### src/rtl/pwm_gen_pkg.sv
// Package: shared types for the PWM generator.
// Assumes: nothing beyond IEEE 1800-2017.
package pwm_gen_pkg;

    // Phase of the waveform sequencer.
    typedef enum logic [1:0] {
        PH_IDLE = 2'd0,   // disabled or waiting for the first tick
        PH_ON   = 2'd1,   // high phase
        PH_OFF  = 2'd2,   // low phase
        PH_DONE = 2'd3    // one-shot finished, resting low
    } phase_e;

endpackage

### src/rtl/pwm_shadow_regs.sv
// Module: byte-wide holding registers, staged pair and running pair.
// Writes to every byte except the top one land in holding registers.
// A write to the top byte builds the staged pair and raises pending.
// On reload with pending set, the staged pair becomes the running pair.
// Assumes: CNT_BYTES >= 1; byte layout is low-time bytes first, then high-time bytes.
module pwm_shadow_regs #(
    parameter int BYTE_W    = 8,
    parameter int CNT_BYTES = 2,
    localparam int CNT_W    = BYTE_W * CNT_BYTES,
    localparam int NUM_REGS = 2 * CNT_BYTES,
    localparam int ADDR_W   = $clog2(NUM_REGS)
) (
    input  logic              clk,
    input  logic              rst_n,
    input  logic              wr_en,
    input  logic [ADDR_W-1:0] wr_addr,
    input  logic [BYTE_W-1:0] wr_data,
    input  logic              reload,
    output logic [CNT_W-1:0]  act_on,
    output logic [CNT_W-1:0]  act_off,
    output logic              pend
);

    localparam logic [ADDR_W-1:0] COMMIT_IDX = ADDR_W'(NUM_REGS - 1);
    localparam int HELD_W = (NUM_REGS - 1) * BYTE_W;

    logic [HELD_W-1:0] held_flat;
    logic [CNT_W-1:0]  on_new;
    logic [CNT_W-1:0]  off_new;
    logic [CNT_W-1:0]  stg_on;
    logic [CNT_W-1:0]  stg_off;
    logic              commit;

    assign commit = wr_en && (wr_addr == COMMIT_IDX);

    // One holding register per byte address below the commit byte.
    for (genvar g = 0; g < NUM_REGS - 1; g++) begin : g_hold
        logic [BYTE_W-1:0] byte_q;
        // Capture the byte written to this address.
        always_ff @(posedge clk) begin
            if (!rst_n)
                byte_q <= '0;
            else if (wr_en && (wr_addr == ADDR_W'(g)))
                byte_q <= wr_data;
        end
        assign held_flat[g*BYTE_W +: BYTE_W] = byte_q;
    end

    // The high-time word takes its top byte straight from the write bus.
    if (CNT_BYTES == 1) begin : g_on_single
        assign on_new = wr_data;
    end else begin : g_on_multi
        assign on_new = {wr_data, held_flat[HELD_W-1:CNT_W]};
    end
    assign off_new = held_flat[CNT_W-1:0];

    // Commit: snapshot all bytes into the staged pair together.
    always_ff @(posedge clk) begin
        if (!rst_n) begin
            stg_on  <= '0;
            stg_off <= '0;
        end else if (commit) begin
            stg_on  <= on_new;
            stg_off <= off_new;
        end
    end

    // Pending flag: set by a commit, cleared when a reload consumes it.
    always_ff @(posedge clk) begin
        if (!rst_n)
            pend <= 1'b0;
        else if (commit)
            pend <= 1'b1;
        else if (reload)
            pend <= 1'b0;
    end

    // Running pair: replaced only at a period start with a commit pending.
    always_ff @(posedge clk) begin
        if (!rst_n) begin
            act_on  <= '0;
            act_off <= '0;
        end else if (reload && pend) begin
            act_on  <= stg_on;
            act_off <= stg_off;
        end
    end

endmodule

### src/rtl/pwm_phase_ctrl.sv
// Module: high/low phase sequencer with tick-based counting.
// Moves between idle, high, low and done phases on tick cycles only.
// Requests a reload at every period start.
// Assumes: tick is a single-cycle enable; act_on/act_off update on the
// same edge that reload is accepted.
module pwm_phase_ctrl
    import pwm_gen_pkg::*;
#(
    parameter int CNT_W = 16
) (
    input  logic             clk,
    input  logic             rst_n,
    input  logic             tick,
    input  logic             enable,
    input  logic             one_shot,
    input  logic             pend,
    input  logic [CNT_W-1:0] act_on,
    input  logic [CNT_W-1:0] act_off,
    output logic             reload,
    output logic             raw_pwm,
    output phase_e           phase
);

    phase_e           phase_d;
    logic [CNT_W-1:0] cnt_q;
    logic [CNT_W-1:0] cnt_d;
    logic [CNT_W:0]   cnt_inc;
    logic             last_on;
    logic             last_off;

    assign cnt_inc  = {1'b0, cnt_q} + 1'b1;
    assign last_on  = (cnt_inc >= {1'b0, act_on});
    assign last_off = (cnt_inc >= {1'b0, act_off});

    // Next-phase and counter decision, including the period-start reload.
    always_comb begin
        phase_d = phase;
        cnt_d   = cnt_q;
        reload  = 1'b0;
        if (!enable) begin
            phase_d = PH_IDLE;
            cnt_d   = '0;
        end else if (tick) begin
            unique case (phase)
                PH_IDLE: begin
                    phase_d = PH_ON;
                    cnt_d   = '0;
                    reload  = 1'b1;
                end
                PH_ON: begin
                    if (!last_on) begin
                        cnt_d = cnt_q + 1'b1;
                    end else if (act_off != '0) begin
                        phase_d = PH_OFF;
                        cnt_d   = '0;
                    end else if (one_shot) begin
                        phase_d = PH_DONE;
                        cnt_d   = '0;
                    end else begin
                        phase_d = PH_ON;
                        cnt_d   = '0;
                        reload  = 1'b1;
                    end
                end
                PH_OFF: begin
                    if (!last_off) begin
                        cnt_d = cnt_q + 1'b1;
                    end else if (one_shot) begin
                        phase_d = PH_DONE;
                        cnt_d   = '0;
                    end else begin
                        phase_d = PH_ON;
                        cnt_d   = '0;
                        reload  = 1'b1;
                    end
                end
                PH_DONE: begin
                    if (pend) begin
                        phase_d = PH_ON;
                        cnt_d   = '0;
                        reload  = 1'b1;
                    end
                end
                default: begin
                    phase_d = PH_IDLE;
                    cnt_d   = '0;
                end
            endcase
        end
    end

    // Phase and counter registers.
    always_ff @(posedge clk) begin
        if (!rst_n) begin
            phase <= PH_IDLE;
            cnt_q <= '0;
        end else begin
            phase <= phase_d;
            cnt_q <= cnt_d;
        end
    end

    // Internal waveform: high only in the high phase with a nonzero count.
    assign raw_pwm = (phase == PH_ON) && (act_on != '0);

endmodule

### src/rtl/pwm_out_gate.sv
// Module: optional AND gating and the output register.
// Assumes: gate_in is already synchronous to clk.
module pwm_out_gate (
    input  logic clk,
    input  logic rst_n,
    input  logic raw_pwm,
    input  logic gate_en,
    input  logic gate_in,
    output logic pwm_out
);

    logic gate_ok;

    assign gate_ok = gate_en ? gate_in : 1'b1;

    // Register the gated waveform so the pin never glitches.
    always_ff @(posedge clk) begin
        if (!rst_n)
            pwm_out <= 1'b0;
        else
            pwm_out <= raw_pwm && gate_ok;
    end

endmodule

### src/rtl/pwm_gen_top.sv
// Module: top of the PWM generator with atomic reload.
// Joins byte storage, the phase sequencer and the output gate.
// Assumes: tick arrives once per microsecond as a one-cycle pulse.
module pwm_gen_top
    import pwm_gen_pkg::*;
#(
    parameter int BYTE_W    = 8,
    parameter int CNT_BYTES = 2,
    localparam int CNT_W    = BYTE_W * CNT_BYTES,
    localparam int ADDR_W   = $clog2(2 * CNT_BYTES)
) (
    input  logic              clk,
    input  logic              rst_n,
    input  logic              tick,
    input  logic              wr_en,
    input  logic [ADDR_W-1:0] wr_addr,
    input  logic [BYTE_W-1:0] wr_data,
    input  logic              ctl_enable,
    input  logic              ctl_one_shot,
    input  logic              ctl_gate_en,
    input  logic              gate_in,
    output logic              pwm_out
);

    logic [CNT_W-1:0] act_on;
    logic [CNT_W-1:0] act_off;
    logic             pend;
    logic             reload;
    logic             raw_pwm;
    phase_e           phase;

    pwm_shadow_regs #(
        .BYTE_W    (BYTE_W),
        .CNT_BYTES (CNT_BYTES)
    ) u_regs (
        .clk     (clk),
        .rst_n   (rst_n),
        .wr_en   (wr_en),
        .wr_addr (wr_addr),
        .wr_data (wr_data),
        .reload  (reload),
        .act_on  (act_on),
        .act_off (act_off),
        .pend    (pend)
    );

    pwm_phase_ctrl #(
        .CNT_W (CNT_W)
    ) u_phase (
        .clk      (clk),
        .rst_n    (rst_n),
        .tick     (tick),
        .enable   (ctl_enable),
        .one_shot (ctl_one_shot),
        .pend     (pend),
        .act_on   (act_on),
        .act_off  (act_off),
        .reload   (reload),
        .raw_pwm  (raw_pwm),
        .phase    (phase)
    );

    pwm_out_gate u_gate (
        .clk     (clk),
        .rst_n   (rst_n),
        .raw_pwm (raw_pwm),
        .gate_en (ctl_gate_en),
        .gate_in (gate_in),
        .pwm_out (pwm_out)
    );

endmodule

### config.mk
export PLATFORM = sky130hd
export DESIGN_NAME = pwm_gen_top
export DESIGN_NICKNAME = d
export VERILOG_FILES = /design/src/rtl/pwm_gen_pkg.sv /design/src/rtl/pwm_shadow_regs.sv /design/src/rtl/pwm_phase_ctrl.sv /design/src/rtl/pwm_out_gate.sv /design/src/rtl/pwm_gen_top.sv
export SDC_FILE = /design/constraint.sdc
export NUM_CORES = 1
export LEC_CHECK = 0
export ABC_AREA = 1
export BUFFER_PORTS_ARGS = -buffer_cell sky130_fd_sc_hd__buf_2
export CAP_MARGIN = 40
export CORE_MARGIN = 5
export CORE_UTILIZATION = 55
export DETAILED_ROUTE_END_ITERATION = 7
export PLACE_DENSITY = 0.69
export SETUP_SLACK_MARGIN = 0.5
export SYNTH_ARGS = -nofsm -noshare
export SYNTH_HDL_FRONTEND = slang
export SYNTH_HIERARCHICAL = 1
export SYNTH_SLANG_ARGS = --single-unit
### constraint.sdc
create_clock -name clk -period 4.6 [get_ports clk]
set_input_delay 0.23 -clock clk [delete_from_list [all_inputs] [get_ports clk]]
set_output_delay 0.23 -clock clk [all_outputs]
set_load 0.02 [all_outputs]
==> results of run 1 <==
## cell usage after synthesis, types with 2 or more instances
library cell,count
nor2_1,209
nand2_1,192
inv_1,139
dfxtp_1,108
ha_1,37
o21ai_0,33
nand3_1,28
a21oi_1,23
xor2_1,12
a21oi_2,11
buf_2,11
clkbuf_1,11
nand2_2,11
nand4_1,9
buf_4,4
nor2_2,4
nor4_1,4
a21o_1,3
buf_6,2
nand2_4,2
nand3_2,2
nand3b_1,2
## registers in the layout, summed over array words and instances (netlist names)
| signal | cells |
|---|---|
| u_regs/stg_off | 16 |
| u_phase/phase | 2 |
| u_gate/pwm_out | 1 |
| u_regs/g_hold.byte_q | 24 |
| u_phase/cnt_q | 16 |
| u_regs/act_off | 16 |
| u_regs/stg_on | 16 |
| u_regs/pend | 1 |
| u_regs/act_on | 16 |
## path summary, 6_finish.rpt
path / from / end / slack, ns / cells after the start
worst max-delay path: u_phase/cnt_q[0] / u_regs/act_on[11] / 0.98 / 27
worst min-delay path: ctl_gate_en / u_gate/pwm_out / 0.02 / 2
worst max register to register: u_phase/cnt_q[0] / u_regs/act_on[11] / 0.98 / 27
worst min register to register: u_regs/act_off[6] / u_regs/act_off[6] / 0.49 / 2
## logic make-up (layout without fill, tap and decap cells)
logic type	count (synthesis)	after routing
buffers and inverters	171	179
flip-flops	108	108
adder cells (fa/ha/maj)	37	37
AND/OR/NAND/NOR	467	467
AO/OA/AOI/OAI	74	74
XOR/XNOR	12	12
## metrics by stage
step	util [%]	hold slack, ns	total power [W]
4_1_cts	59.1	0.00559	0.00174
5_1_grt	59.5	0.0139	0.00181
6_report	59.5	0.0237	0.00172
3_3_place_gp	57.1	0.410	0.00118
3_5_place_dp	57.4	0.416	0.00118
2_1_floorplan	-	0.313	0.00114
## power by group through the flow
stage	clock, W	sequential (W)	combinational [W]
final	0.000554	0.000985	0.000181
after global routing	0.000615	0.000990	0.000208
after CTS	0.000572	0.000985	0.000180
after detailed placement	0	0.00101	0.000178
after global placement	0	0.00100	0.000173
after floorplan	0	0.00100	0.000142
## layer usage
| metal | vias up | share of wire (%) |
|---|---|---|
| met3 | 29 | 4.5 |
| met4 | 0 | 3.6 |
| li1 | 2636 | - |
| met2 | 121 | 45 |
| met1 | 2159 | 47 |
| met5 | - | 0 |
## area by class of cell
cell class              instances  share of cell area (%)
clock inverters                 6                   0.754
well taps                     136                    2.77
multi-input cells             590                    47.9
inverters                     139                    8.56
clock buffers                  10                    2.24
flip-flops and latches        108                    35.2
repair buffers                 24                    2.59
## timing repair
action,in CTS,in global routing
setup endpoints to repair,0,26
setup buffers,0,2
endpoints found under the hold margin,0,0
resized for setup,0,5
==> results_dict.tcl, run 1 <==
set metrics [dict create \
    maxCapViolations 0 \
    cts.root.buffer_cell "clkbuf_8" \
    synth_fa_ha_area_share_pct 7.97 \
    async_flop_share_pct 0 \
    synth-seq-cells 108 \
    num_rows 37 \
    worst_path_max_delay_cell "dfxtp_2" \
    grt_pass1_vias 4561 \
    antenna_found_initial 0 \
    power_frac_seq_pct 57.3 \
    layout_commonest_cell "nor2_1" \
    report.final.slew_viol_count 0 \
    cp_slowest_stage_delay_ns 0.39 \
    yosysSeqAreaShare_pct 37.2 \
    gr-max-usage-layer "met2" \
    dr_total_vias 4945 \
    synth-edff-count 0 \
    status "complete, no violations" \
    critPathLaunchType "register" \
    core_mm2 0.0103 \
    fin_worst_skew_ns 0.00743 \
    crit_buf_inv 7 \
    power_frac_comb_pct 10.5 \
    nNetsFinal 927 \
    initial_core_util_pct 56.3 \
    multi_input_area_mm2 0.00294 \
    fin_area_mm2 0.00614 \
    htree_levels 3 \
    worstPathRequired_ns 4.88 \
    final_cell_mix "nor2_1 (208), nand2_1 (192), inv_1 (138)" \
    period_needed_ns 3.62 \
    grtUsageMet3_pct 3.37 \
    drt-vias-per-instance 4.88 \
    synth.distinct_cells 34 \
    holdCritPathClass "in2reg" \
    clkPwrFrac_pct 32.2 \
    layout_setup_ws_ns 0.984 \
    cp_max_fo 33 \
    synth-compound-area-share_pct 7.45 \
    cts_hold_buf 0 \
    hpwl_um 8940 \
    finalSetupTns_ns 0 \
    total_switching_power_w 0.000477 \
    synth_top_area_share_pct 37.2 \
    synth_top_family_by_area "simple AND/OR/NAND/NOR gates" \
    clock_latency_ns 0.37 \
    port_buffers 18 \
    yosysWarnings 6 \
    syn_nets 924 \
    critPathKind "reg2reg" \
    die_h_um 113 \
    dp_slack_ns 0.844 \
    hold_violations 0 \
    yosysTopAreaCell "dfxtp_1" \
    worstMarginPinSlew_ns 0.860 \
    drive_above_1_share_pct 8.78 \
    place_inst 995 \
    cts_buffers 9 \
    cp-end-kind "register" \
    grt_use_met2_pct 33.1 \
    clock_sinks 108 \
    finalSetupViolations 0 \
    rsz0062_at_grt "false" \
    swShare_pct 27.7 \
    synth-xor-area-share_pct 1.81 \
    drt_iter0_drc 358 \
    die_w_um 113 \
    drc 0 \
    grt_max_degree 92 \
    regArea_mm2 0.00216 \
    pin_count 19 \
    clk_path_buf_depth 2 \
    antenna_left 0 \
    ys_top_cells_by_area "dfxtp_1 (37%), nor2_1 (14%), nand2_1 (12%), inv_1 (9.0%), ha_1 (8.0%)" \
    area_growth_pct 5.66 \
    grt_pass1_wl_um 21300 \
    avgRoutedWirePerCell_um 12.6 \
    p_int_w 0.00124 \
    cts_tree "yes" \
    use_met1_pct 26.5 \
    synthCells 869 \
    fp.dieArea_mm2 0.0127 \
    track_usage_pct 20.3 \
    syn_area_mm2 0.00581 \
    maxSlewHeadroom_pct 42.7 \
    syn_area_per_cell_um2 6.69 \
    drt_first_pass_iters 7 \
    wirelength_um 12700 \
    vdd_drop_max_mv 0.181 \
    dpl-instance-area_mm2 0.00592 \
    synth_simple_gate_area_share_pct 33.1 \
    worstPathArrival_ns 3.89 \
    power.leakage_nw 3.00 \
    path_delay_family "simple AND/OR/NAND/NOR gates" \
    fin_crit_sh_pct 78.6 \
    n_antenna_cell 0 \
    fmax_mhz 277 \
    num-fill-cells 1016 \
    final_cells 1013 \
    grt_remaining_overflow 0 \
    synth_mux_area_share_pct 0 \
    clk_pin_slew_ns 0.10 \
    crit_top_cell "nand3_1" \
    pwr_density_cell_mw_per_mm2 280 \
    synthFlopType "dfxtp_1" \
    gp_congestion 0.895 \
]
Power figures use the tool's default switching activity.
==> run 2: changes to the inputs <==
Settings changed: ABC_AREA 1 to 0, PLACE_DENSITY 0.69 to 0.72.
Clock period 4.6 ns to 3 ns, I/O delays scaled along.
==> run 2 against run 1 <==
Effect of this change: the flow now finishes with violations (negative setup slack); count of clock-buffer cells in the layout unchanged; critical endpoint is now u_regs/act_off[0]; critical path type unchanged; via count down 13%; sequential power up 48%.
==> results_dict.tcl, run 2 <==
set metrics [dict create \
    rsz0062_at_grt "true" \
    critPathLaunchType "register" \
    worstMarginPinSlew_ns 0.685 \
    vdd_drop_max_mv 0.337 \
    clk_pin_slew_ns 0.11 \
    layout_commonest_cell "dfxtp_1" \
    synth.most_common_cell "dfxtp_1" \
    yosys-top-cells-count "dfxtp_1 (108), nand2_1 (79), mux2i_1 (57), inv_1 (41), ha_1 (37)" \
    holdCritPathClass "in2reg" \
    clock_sinks 108 \
    grt_pass1_vias 4247 \
    largest_reg_flops 24 \
    antenna_found_initial 0 \
    fin_crit_sh_pct 119 \
    route.met2.wl_um 5910 \
    syn_nets 647 \
    grt_pass1_wl_um 20900 \
    synthFlopType "dfxtp_1" \
    htree_levels 3 \
    syn_area_mm2 0.00546 \
    r2r_start "u_phase/cnt_q[0]" \
    yosysTopAreaCell "dfxtp_1" \
    clk_path_buf_depth 2 \
    area_growth_pct 22.0 \
    timing.rr.end "u_regs/act_off[0]" \
    grt_remaining_overflow 0 \
    syn_area_per_cell_um2 9.22 \
    wl_met1_um 5850 \
    n_antenna_cell 0 \
    finalSetupViolations 51 \
    yosysWarnings 6 \
    critPathKind "reg2reg" \
    worstPathArrival_ns 3.89 \
    top_register "u_regs/g_hold.byte_q" \
    clock_latency_ns 0.37 \
    grt_max_degree 99 \
    hold_violations 0 \
    cp_max_fo 6 \
    avgRoutedWirePerCell_um 15.8 \
    drt-vias-per-instance 5.51 \
    core_mm2 0.00973 \
    wl_met3_um 268 \
    drive_above_1_share_pct 24.4 \
    pwr_density_cell_mw_per_mm2 386 \
    yosysSeqAreaShare_pct 39.6 \
    reg2regPathDepth 15 \
    num_rows 36 \
    gp_congestion 0.919 \
    ys_top_cells_by_area "dfxtp_1 (40%), mux2i_1 (10%), ha_1 (8.5%), nand2_1 (5.4%), o21a_1 (4.4%)" \
    pin_count 19 \
    synth.distinct_cells 53 \
    crit_start "u_phase/cnt_q[0]" \
    maxSlewHeadroom_pct 54.3 \
    layout_setup_ws_ns -0.570 \
    cts_buffers 9 \
    worstPathRequired_ns 3.32 \
    maxCapViolations 0 \
    initial_core_util_pct 56.1 \
    synth-edff-count 0 \
    dr_total_vias 4323 \
    drt_iter0_drc 211 \
    antenna_left 0 \
    async_flop_share_pct 0 \
    synth_top_area_share_pct 39.6 \
    worstSetupEndpoint "u_regs/act_off[0]" \
    hpwl_um 8520 \
    fin_area_mm2 0.00666 \
    die_w_um 110 \
    cts_tree "yes" \
    violations "negative setup slack" \
    die_h_um 110 \
    cts.root.buffer_cell "clkbuf_8" \
    ff2ff_setup_slack_ns -0.57 \
    dpl-instance-area_mm2 0.00613 \
    final_cell_mix "dfxtp_1 (99), nand2_1 (78), mux2i_1 (57)" \
    report.final.slew_viol_count 0 \
    fmax_mhz 280 \
    dp_slack_ns -0.688 \
    track_usage_pct 21.9 \
    drc 0 \
    period_needed_ns 3.57 \
    cp-end-kind "register" \
    port_buffers 18 \
    synth-seq-cells 108 \
    fin_worst_skew_ns 0.0117 \
    power.leakage_nw 2.98 \
    fp.dieArea_mm2 0.0120 \
    wirelength_um 12400 \
    status "finished, violations left" \
    drt_first_pass_iters 5 \
    nNetsFinal 701 \
    maxUsedRoutingLayer "met4" \
    synthCells 592 \
]
run 2: changes by cell type in the layout (fill, tap and decap cells not counted), moves of 25 or more:
cell	change
inv_1	-97
o21a_1	+32
a21boi_0	+26
nor2_1	-194
mux2i_1	+57
nand2_1	-114
buf_4	+47
o21ai_0	-25
run 2: final cells by class:
type                            count  area [µm²]
Multi-Input combinational cell    405        3260
Fill cell                         791        3070
Sequential cell                   108        2180
Timing Repair Buffer               81         688
Tap cell                          133         166
Inverter                           41         154
Clock buffer                       10         138
Clock inverter                      6        76.3
run 2: layer usage:
metal / up-vias / GRT usage (%)
met5: - / 0
met4: 0 / 8.90
met3: 20 / 2.23
met2: 73 / 36.4
met1: 2021 / 29.3
li1: 2209 / -
run 2: critical path: stages (launching register included):
cell and delay (ns):
dfxtp_4 0.38, nand4_1 0.16, or3_4 0.43, and2_4 0.17, or2_4 0.26, ha_4 0.27
nand4_1 0.17, buf_4 0.19, o311a_1 0.35, nor3_2 0.21, a31oi_4 0.06, a21oi_4 0.25
buf_12 0.16, clkbuf_16 0.14, and3_4 0.18, o21a_1 0.12
run 2: where the power goes:
part | internal, W | total (W) | switching (W)
Combinational | 0.0000644 | 0.000163 | 0.0000991
Sequential | 0.00145 | 0.00146 | 0.00000733
Clock | 0.000424 | 0.000954 | 0.000529
Total | 0.00194 | 0.00257 | 0.000636
run 2: cell families after synthesis:
family,Yosys count,synth area share (%)
fa+ha+maj,37,8.48
flops,108,39.6
simple gates,179,16.9
buf+inv,79,6.03
xor+xnor,13,2.09
compound gates,119,16.4
mux,57,10.5
run 2: per-stage QoR:
step	hold slack, ns	setup TNS (ns)	std cells	utilization [%]	total power (W)
2_1_floorplan	0.228	-6.83	592	-	0.00159
3_3_place_gp	0.324	-25.37	751	63.0	0.00163
3_5_place_dp	0.333	-27.48	751	63.0	0.00163
4_1_cts	0.00228	-18.23	780	67.6	0.00259
5_1_grt	0.0153	-28.19	784	68.5	0.00266
6_report	0.0114	-22.62	784	68.5	0.00257
run 2: worst min-delay path by stage:
| stage | start | end | slack, ns | cells past startpoint |
|---|---|---|---|---|
| 6_report | gate_in | u_gate/pwm_out | 0.01 | 3 |
| 3_3_place_gp | ctl_gate_en | u_gate/pwm_out | 0.32 | 2 |
| 5_1_grt | gate_in | u_gate/pwm_out | 0.02 | 3 |
| 3_5_place_dp | ctl_gate_en | u_gate/pwm_out | 0.33 | 2 |
| 4_1_cts | gate_in | u_gate/pwm_out | 0.002 | 3 |
| 2_1_floorplan | ctl_gate_en | u_gate/pwm_out | 0.23 | 1 |
run 2: repair_timing:
item,CTS,global route
hold buffers,1,0
resized for setup,21,8
hold endpoints to repair,1,0
endpoints found under the setup margin,51,51
pin swaps,28,7
cloned,3,1
setup buffers,9,3
==> run 3: changes to the inputs <==
Settings changed: CORE_UTILIZATION 55 to 48, PLACE_DENSITY 0.72 to 0.61.
Clock period 3 ns to 3.4 ns, I/O delays scaled along.
==> run 3 against run 2 <==
Effect of this change: the run still ends with negative setup slack left; clock power grew 5%; cell area grew 1.7%; setup slack gained 0.53 ns; final cell count grew 0.51%; largest cell class unchanged; total power shrank 5.0%; count of clock-buffer cells in the layout is the same; critical path depth grew 2; utilization shrank 8.3 points; wire length grew 4.2%; critical path type unchanged.
==> results_dict.tcl, run 3 (synthesized netlist as in run 2, its figures left out) <==
set metrics [dict create \
    maxSlewHeadroom_pct 53.6 \
    hpwl_um 8770 \
    fp.dieArea_mm2 0.0136 \
    clock_sinks 108 \
    report.final.slew_viol_count 0 \
    place_inst 752 \
    drt_first_pass_iters 4 \
    worstMarginPinSlew_ns 0.696 \
    drt-vias-per-instance 5.47 \
    critPathLaunchType "register" \
    final_cells 788 \
    die_w_um 117 \
    drc 0 \
    cts.root.buffer_cell "clkbuf_16" \
    worstPathArrival_ns 3.68 \
    wirelength_um 12900 \
    power.leakage_nw 3.00 \
    initial_core_util_pct 48.4 \
    avgRoutedWirePerCell_um 16.3 \
    num-fill-cells 994 \
    ff2ff_setup_slack_ns -0.04 \
    grt_remaining_overflow 0 \
    pin_count 19 \
    status "finished, violations left" \
    layout_setup_ws_ns -0.0360 \
    clk_path_buf_depth 2 \
    grt_pass1_vias 4258 \
    track_usage_pct 19.6 \
    grt_pass1_wl_um 21100 \
    nNetsFinal 695 \
    area_growth_pct 24.1 \
    fin_worst_skew_ns 0.00814 \
    fin_crit_sh_pct 101 \
    maxCapViolations 0 \
    fin_area_mm2 0.00678 \
    drive_above_1_share_pct 24.7 \
    rsz0062_at_grt "true" \
    final_cell_mix "dfxtp_1 (100), nand2_1 (78), mux2i_1 (57)" \
    dr_total_vias 4311 \
    core_mm2 0.0113 \
    cts_tree "yes" \
    total_power_w 0.00244 \
    holdCritPathClass "in2reg" \
    pwr_density_cell_mw_per_mm2 361 \
    htree_levels 3 \
    top_register "u_regs/g_hold.byte_q" \
    num_rows 39 \
    gp_congestion 0.853 \
    clock_latency_ns 0.35 \
    vdd_drop_max_mv 0.447 \
    cts_buffers 9 \
    violations "negative setup slack" \
    dp_slack_ns -0.0996 \
    fmax_mhz 291 \
    die_h_um 117 \
    drt_iter0_drc 314 \
    cp-end-kind "register" \
    n_antenna_cell 0 \
    port_buffers 18 \
    grt_max_degree 97 \
    finalSetupViolations 26 \
    critPathKind "reg2reg" \
    finalSetupTns_ns -0.472 \
    largest_reg_flops 24 \
    layout_commonest_cell "dfxtp_1" \
    hold_violations 0 \
    antenna_found_initial 0 \
    antenna_left 0 \
    cp_max_fo 12 \
    clk_pin_slew_ns 0.07 \
    dpl-instance-area_mm2 0.00607 \
    worstPathRequired_ns 3.64 \
    period_needed_ns 3.44 \
]
-- run 3: cell count changes in the layout (fill, tap and decap cells not counted), sizes merged --
cell	change
bufinv	-1
buf	-7
inv	-1
clkinvlp	+1
clkbuf	+1
clkinv	+1
-- run 3: final timing paths --
path                                  startpoint           endpoint  depth (start not counted)
worst max-delay path            u_phase/cnt_q[1]  u_regs/act_on[13]                         17
worst min-delay path                     gate_in     u_gate/pwm_out                          3
worst max register to register  u_phase/cnt_q[1]  u_regs/act_on[13]                         17
worst min register to register  u_regs/stg_on[9]   u_regs/stg_on[9]                          2
-- run 3: routing by layer --
layer  vias up  GRT usage, %  wire [µm]
met5         -             0          0
met1      2044          26.3       6100
met3        12          4.35        376
met4         0          5.66        153
li1       2192             -          -
met2        63          31.7       6250
-- run 3: layout make-up --
| type | instances | area, µm² | area share, % |
|---|---|---|---|
| Multi-Input combinational cell | 405 | 3300 | 48.8 |
| Sequential cell | 108 | 2180 | 32.2 |
| Timing Repair Buffer | 75 | 674 | 9.95 |
| Clock buffer | 10 | 239 | 3.53 |
| Tap cell | 143 | 179 | 2.64 |
| Inverter | 41 | 154 | 2.27 |
| Clock inverter | 6 | 46.3 | 0.683 |
-- run 3: worst max-delay path: stages (launching register included) --
cell	delay (ns)
dfxtp_4	0.37
ha_4	0.15
nand3_4	0.09
or2_4	0.31
nor2_4	0.10
and4_4	0.25
xor2_4	0.22
ha_4	0.24
a21o_1	0.18
a211oi_2	0.18
o311a_1	0.23
nor3_2	0.05
a31oi_2	0.19
a21oi_4	0.10
buf_4	0.15
buf_6	0.13
and3_1	0.19
o21a_1	0.18
-- run 3: metrics by stage --
step                      hold WS (ns)  util, %
final                           0.0643     60.1
after detailed placement         0.351     53.9
after floorplan                  0.248        -
after global routing            0.0624     60.1
after global placement           0.343     53.7
after CTS                       0.0534     58.7
-- run 3: timing repair --
action	CTS	global route
hold buffers	1	0
endpoints found under the hold margin	1	0
setup endpoints to repair	51	51
gates cloned	3	3
gates resized for setup	28	20
pin swaps	7	14
setup buffers	9	4
-- run 3: where the power goes --
part	internal [W]	leakage, nW	switching (W)
clock	0.000524	0.141	0.000481
sequential	0.00128	0.877	0.00000644
combinational	0.0000639	1.98	0.0000905
